<file path="config.mk">
export PLATFORM = sky130hd
export DESIGN_NAME = ecc_err_log
export DESIGN_NICKNAME = d
export VERILOG_FILES = /design/src/rtl/ecc_err_log_pkg.sv /design/src/rtl/ecc_err_addr_reg.sv /design/src/rtl/ecc_err_syn_half.sv /design/src/rtl/ecc_err_rd_port.sv /design/src/rtl/ecc_err_log.sv
export SDC_FILE = /design/constraint.sdc
export NUM_CORES = 1
export LEC_CHECK = 0
export ABC_AREA = 1
export BUFFER_PORTS_ARGS = -buffer_cell sky130_fd_sc_hd__buf_2
export CAP_MARGIN = 20
export CORE_ASPECT_RATIO = 2
export CORE_MARGIN = 2
export CORE_UTILIZATION = 56
export CTS_CLUSTER_SIZE = 28
export DETAILED_ROUTE_END_ITERATION = 7
export PLACE_DENSITY_LB_ADDON = 0.08
export SLEW_MARGIN = 30
export SYNTH_ARGS = -nofsm -noshare
export SYNTH_HDL_FRONTEND = slang
export SYNTH_SLANG_ARGS = --single-unit
</file>
<file path="constraint.sdc">
create_clock -name clk -period 2.26 [get_ports clk]
set_clock_uncertainty 0.15 [all_clocks]
set_input_delay 0.226 -clock clk [delete_from_list [all_inputs] [get_ports clk]]
set_output_delay 0.226 -clock clk [all_outputs]
set_load 0.005 [all_outputs]
</file>
<file path="src/rtl/ecc_err_log_pkg.sv">
package ecc_err_log_pkg;

   typedef enum logic {
      SEL_ADDR = 1'b0,
      SEL_SYN  = 1'b1
   } reg_sel_e;

   localparam int ATTR_W = 5;

endpackage

</file>
<file path="src/rtl/ecc_err_addr_reg.sv">
module ecc_err_addr_reg #(
   parameter int ADDR_W = 27,
   localparam int REG_W = ADDR_W + ecc_err_log_pkg::ATTR_W
) (
   input  logic              clk,
   input  logic              rst_n,
   input  logic              cap_req,
   input  logic              cap_cpu,
   input  logic              cap_write,
   input  logic              cap_ecc,
   input  logic [ADDR_W-1:0] cap_addr,
   input  logic              clr,
   output logic [REG_W-1:0]  ear_q
);

   logic valid;
   logic take;

   assign valid = ear_q[REG_W-1];
   assign take  = cap_req && !valid;

   always_ff @(posedge clk) begin
      if (!rst_n) begin
         ear_q <= '0;
      end else if (clr) begin
         ear_q <= '0;
      end else if (take) begin
         ear_q <= {1'b1, cap_cpu, cap_write, cap_ecc, 1'b0, cap_addr};
      end
   end

endmodule

</file>
<file path="src/rtl/ecc_err_syn_half.sv">
module ecc_err_syn_half #(
   parameter int CODE_W = 7,
   localparam int HALF_W = 2 * CODE_W + 2
) (
   input  logic              clk,
   input  logic              rst_n,
   input  logic              upd,
   input  logic [CODE_W-1:0] chk,
   input  logic [CODE_W-1:0] syn,
   input  logic              single,
   input  logic              clr,
   output logic [HALF_W-1:0] half_q
);

   logic [HALF_W-1:0] half_d;

   assign half_d = {(|syn), chk, single, syn};

   always_ff @(posedge clk) begin
      if (!rst_n) begin
         half_q <= '0;
      end else if (clr) begin
         half_q <= '0;
      end else if (upd) begin
         half_q <= half_d;
      end
   end

endmodule

</file>
<file path="src/rtl/ecc_err_rd_port.sv">
module ecc_err_rd_port #(
   parameter int REG_W = 32
) (
   input  logic             clk,
   input  logic             rst_n,
   input  logic             rd,
   input  logic             sel,
   input  logic [REG_W-1:0] ear_q,
   input  logic [REG_W-1:0] esr_q,
   output logic [REG_W-1:0] rdata
);
   import ecc_err_log_pkg::*;

   logic [REG_W-1:0] pick;

   always_comb begin
      unique case (reg_sel_e'(sel))
         SEL_ADDR: pick = ear_q;
         SEL_SYN:  pick = esr_q;
         default:  pick = '0;
      endcase
   end

   always_ff @(posedge clk) begin
      if (!rst_n) begin
         rdata <= '0;
      end else if (rd) begin
         rdata <= pick;
      end
   end

endmodule

</file>
<file path="src/rtl/ecc_err_log.sv">
module ecc_err_log #(
   parameter int ADDR_W = 27,
   parameter int CODE_W = 7,
   localparam int REG_W  = ADDR_W + ecc_err_log_pkg::ATTR_W,
   localparam int HALF_W = 2 * CODE_W + 2
) (
   input  logic              clk,
   input  logic              rst_n,
   input  logic              hi_vld,
   input  logic [CODE_W-1:0] hi_chk,
   input  logic [CODE_W-1:0] hi_syn,
   input  logic              hi_single,
   input  logic              lo_vld,
   input  logic [CODE_W-1:0] lo_chk,
   input  logic [CODE_W-1:0] lo_syn,
   input  logic              lo_single,
   input  logic              err_evt,
   input  logic              err_cpu,
   input  logic              err_write,
   input  logic              err_ecc,
   input  logic [ADDR_W-1:0] err_addr,
   input  logic              bus_sel,
   input  logic              bus_wr,
   input  logic              bus_rd,
   output logic [REG_W-1:0]  bus_rdata,
   output logic              irq
);
   import ecc_err_log_pkg::*;

   if (2 * HALF_W != REG_W) begin : g_bad_layout
      $error("two syndrome halves must fill one register");
   end

   logic [REG_W-1:0]  ear_q;
   logic [REG_W-1:0]  esr_q;
   logic              clr_ear;
   logic              clr_esr;
   logic              frozen;

   logic [1:0]              half_vld;
   logic [1:0][CODE_W-1:0]  half_chk;
   logic [1:0][CODE_W-1:0]  half_syn;
   logic [1:0]              half_sgl;

   assign clr_ear = bus_wr && (reg_sel_e'(bus_sel) == SEL_ADDR);
   assign clr_esr = bus_wr && (reg_sel_e'(bus_sel) == SEL_SYN);
   assign frozen  = ear_q[REG_W-1];
   assign irq     = frozen;

   assign half_vld = {hi_vld, lo_vld};
   assign half_chk = {hi_chk, lo_chk};
   assign half_syn = {hi_syn, lo_syn};
   assign half_sgl = {hi_single, lo_single};

   ecc_err_addr_reg #(.ADDR_W(ADDR_W)) u_ear (
      .clk       (clk),
      .rst_n     (rst_n),
      .cap_req   (err_evt),
      .cap_cpu   (err_cpu),
      .cap_write (err_write),
      .cap_ecc   (err_ecc),
      .cap_addr  (err_addr),
      .clr       (clr_ear),
      .ear_q     (ear_q)
   );

   for (genvar h = 0; h < 2; h++) begin : g_half
      ecc_err_syn_half #(.CODE_W(CODE_W)) u_half (
         .clk    (clk),
         .rst_n  (rst_n),
         .upd    (half_vld[h] && !frozen),
         .chk    (half_chk[h]),
         .syn    (half_syn[h]),
         .single (half_sgl[h]),
         .clr    (clr_esr),
         .half_q (esr_q[h*HALF_W +: HALF_W])
      );
   end

   ecc_err_rd_port #(.REG_W(REG_W)) u_rd (
      .clk   (clk),
      .rst_n (rst_n),
      .rd    (bus_rd),
      .sel   (bus_sel),
      .ear_q (ear_q),
      .esr_q (esr_q),
      .rdata (bus_rdata)
   );

endmodule

</file>
# == Word-level counts from Yosys, hierarchy flattened ==
# Cells that the tools add are included.
# totals
output_inout_bits,33
regBits,95
elab_cells,17
input_bits,68
# classes
muxes,1
reduce_logical,10
bitwise_logic,2
# ops
op,n
case mux 32 bit (2 select lines),1
OR reduction 7 bit,2
logical AND 1 bit,5
OR reduction 2 bit,2
inverter 1 bit,2
zero test 1 bit,1

# == Depth between registers and ports, before layout ==
# logic_depth
word_depth,3
mapped_depth,7
ltp_nobuf,5

# == Hierarchy ==
# From an unflattened synthesis, not the netlist that was laid out.
# hier_totals
cells_unflattened,638
hier_area_um2,4416.7
# modules_own_cells
module,area_per_inst_um2,cells_each,seq_area_each_um2,instances
ecc_err_rd_port,1701.6,275,640.6,1
ecc_err_syn_half,676.9,77,320.3,2
ecc_err_addr_reg,1328.8,201,620.6,1
ecc_err_log,32.5,8,0.0,1

# == Least setup slack after synthesis ==
# Ideal clock, no wire load.
# synth_timing
kind,register to register
from,reg u_ear.ear_q[31]
to,reg u_ear.ear_q[21]
synth_period_minus_slack_ns,1.143
n_path_buf,1
t_required_ns,2.040
stages_incl_launch_ff,6
setup_slack_ns,1.117
arrival_ns,0.924
cell_sequence,dfxtp_1 -> inv_2 -> nand2_2 -> buf_2 -> nand2_1 -> a21oi_1
# synth_between
elab_chain_len,2
# synth_rtl
item,line_no,text
from (decl),ecc_err_addr_reg.sv:13,output logic [REG_W-1:0] ear_q
from (signal assigned),ecc_err_addr_reg.sv:28,"ear_q <= {1'b1, cap_cpu, cap_write, cap_ecc, 1'b0, cap_addr};"
zero test 1 bit,ecc_err_addr_reg.sv:20,assign take = cap_req && !valid;
logical AND 1 bit,ecc_err_addr_reg.sv:20,
# Every way passes these cells.
# A chain may end at the register's enable or synchronous reset.

# == Worst setup path after layout ==
# layout_timing
from,in rst_n
to,reg g_half[1].u_half.half_q[2]
# layout_between
elab_chain_len,2
# layout_rtl
item,line_no,text
from (decl),ecc_err_log.sv:8,"input logic rst_n,"
inverter 1 bit (no source line),n/a,
OR reduction 2 bit (no source line),n/a,
to (signal assigned),ecc_err_syn_half.sv:25,half_q <= half_d;
to (decl),ecc_err_syn_half.sv:12,output logic [HALF_W-1:0] half_q
# Every way passes these cells.

==> metrics <==
status=finished clean; layout cells sized above 1=19.2%; count of final setup violators=0; fin crit share=86.4%; fmax=512 MHz; cell internal pwr=0.00314 W; placed cell areas=0.00435 sq mm; ranking of synthesized cells by area=dfxtp_1 (50%), nand2_1 (16%), nor2_1 (13%); Row Count=42; DR iter-0 viols=247; top-area cell type share of the netlist area=49.7%; Synth area leader=dfxtp_1; Worst path max stage delay=620 ps; most common cell after layout, fill and taps aside=nand2_1; clock tree root buffer cell=clkbuf_16; maximum vdd ir drop=0.647 mV; largest buffer count on any clock path=2; Worst-path clk slew=60 ps; GRT Util Overall=27.2%; Clk network pwr share=43.2%; Hold Fails Final Rpt=0; # diodes=0; wire length per cell=12.9 um; Initial Util=57.8%; DRT Wirelength=9990 um; Worst Hold Depth=3; Synth Cell Area=0.00383 sq mm; synthesized instance count=561; Synth Warn #=0; WS Path Type=in2reg; I/O Buffers=100; First-pass DRT Iterations=5; setup ws final=306 ps; WP data arrival=2070 ps; Yosys cell types=16; NetSw=0.000967 W; Die Wd=62.5 um; Worst EP required=2380 ps; Finished Core Util=75.9%; Clk Latency, worst-skew pair=340 ps; CTS tree=built; Hold WC Path Type=in2reg; Startpoint Class=input port; GPL Wtd Cong=0.837; Net Sw Frac=23.6%; gr ovfl total=0; Mean Syn Cell Area=6.82 sq um; hold path endpoint=u_ear.ear_q[28]$_SDFFE_PP0P_; R2R setup slack=730 ps; RSZ-0062 raised after global routing=false; # IOs=101; Design Power=0.00410 W; vias in the first global route=3732; Pwr per Cell Area=816 mW/mm^2; Post-CTS Resized=0; Final nets=747; Hold Startpoint=err_ecc; R2R Path Start=u_ear.ear_q[31]$_SDFFE_PP0P_; routed vias/inst=4.97; Max FO, Critical Path=32; Syn-to-layout area delta=31.4%; Design Area, Final=0.00503 sq mm; CP max stage cell=a21oi_4; global-route wire length before repair=16300 um; Slew Viols, Final=0; antenna violations before repair=0; largest net degree at the start of global routing=37; CP top delay family=buffers and inverters; htree depth=3; total CTS buffers=9; die height=121 um; crit path buf inv count=3; Worst-Margin Slew=673 ps; fin crit period=1950 ps; pre-CTS setup slack=514 ps; reg-to-reg critical path endpoint=u_ear.ear_q[17]$_SDFFE_PP0P_; via count=3837; sequential share of power=44.6%; Net Count, Synth=629; worst reg2reg path depth=5; Final ANT Viol Nets=0; core area=0.00662 sq mm; clock sink count=95; post-CTS setup buffers=0; most frequent cells in the layout=nand2_1 (161), nor2_1 (131), buf_2 (100), dfxtp_1 (95), inv_1 (37); relative slew slack=55.0%; Comb pwr share=12.2%; CP Cell Sequence=dlygate4sd3_1, buf_2, inv_2, a21oi_4, o21ai_0, nor2_1; Setup TNS=0 ps; Worst Setup End Kind=register; Max-cap violations=0; drt drc=0; sequential-to-total area share from yosys stat=49.7%; area of the die=0.00755 sq mm; post-detail-place hpwl=6230 um; register bit total from synthesis=95; leakage power=2.50 nW
synthesized netlist by cell type:
master	n
buf_6	1
a21oi_4	1
nor2_1	131
clkbuf_1	9
buf_2	21
dfxtp_1	95
nand3_1	33
nand2_2	1
o21ai_0	24
inv_1	37
inv_2	3
a21oi_1	32
o21ai_1	8
nand2_1	161
nor2_2	2
buf_1	2
worst reg2reg max path: cells and delay by family, from the launching register on:
family                 cells  cell delay, ps
AO/OA/AOI/OAI              1             160
AND/OR/NAND/NOR            2             260
buffers and inverters      2             530
flip-flops                 1             360
area by class of cell:
cell class,count,area (sq um)
flip-flops and latches,95,1900
well taps,88,110
multi-input cells,393,1620
clock inverters,5,104
fillers,582,1590
inverters,40,150
clock buffers,11,253
repair buffers,140,893
how the worst max path moves through the flow:
stage,endpoint,cells after the start,from
2_1_floorplan,u_ear.ear_q[21]$_SDFFE_PP0P_,5,u_ear.ear_q[31]$_SDFFE_PP0P_
3_3_place_gp,g_half[0].u_half.half_q[15]$_SDFFE_PP0P_,5,rst_n
3_5_place_dp,g_half[1].u_half.half_q[10]$_SDFFE_PP0P_,5,rst_n
4_1_cts,g_half[1].u_half.half_q[15]$_SDFFE_PP0P_,6,rst_n
5_1_grt,g_half[1].u_half.half_q[12]$_SDFFE_PP0P_,6,rst_n
6_report,g_half[1].u_half.half_q[2]$_SDFFE_PP0P_,6,rst_n
state kept, by name, summed over array words and instances, names as in the netlist:
register / cells
g_half.u_half.half_q: 32
u_ear.ear_q: 31
u_rd.rdata: 32
repair_timing:
action	CTS	global route
hold buffers	32	0
endpoints found under the hold margin	32	0
setup endpoints to repair	0	0
cells by family after synthesis:
kind of cell	share of synthesized area (%)
DFF	49.7
AOI/OAI and AO/OA	8.80
and+or+nand+nor	33.5
buffers and inverters	8.04
layer usage:
| layer | GRT usage [%] | routed length [um] | share of wire [%] |
|---|---|---|---|
| met1 | 28.2 | 3920 | 39 |
| met4 | 10.0 | 178 | 1.8 |
| met3 | 5.10 | 491 | 4.9 |
| met5 | 0 | 0 | 0 |
| met2 | 52.8 | 5400 | 54 |
power groups by stage:
stage / registers [W] / logic [W] / clock network (W)
finish: 0.00183 / 0.000501 / 0.00177
global route: 0.00184 / 0.000566 / 0.00185
CTS: 0.00183 / 0.000501 / 0.00178
detailed placement: 0.00187 / 0.000454 / 0
global placement: 0.00186 / 0.000445 / 0
floorplan: 0.00186 / 0.000286 / 0
through the flow:
stage | instances | hold slack [ps]
CTS | 772 | 0.184
global route | 772 | 10.8
detailed placement | 724 | 307
floorplan | 561 | 211
global placement | 724 | 303
finish | 772 | 0.432
(Power assumes the default switching activity.)
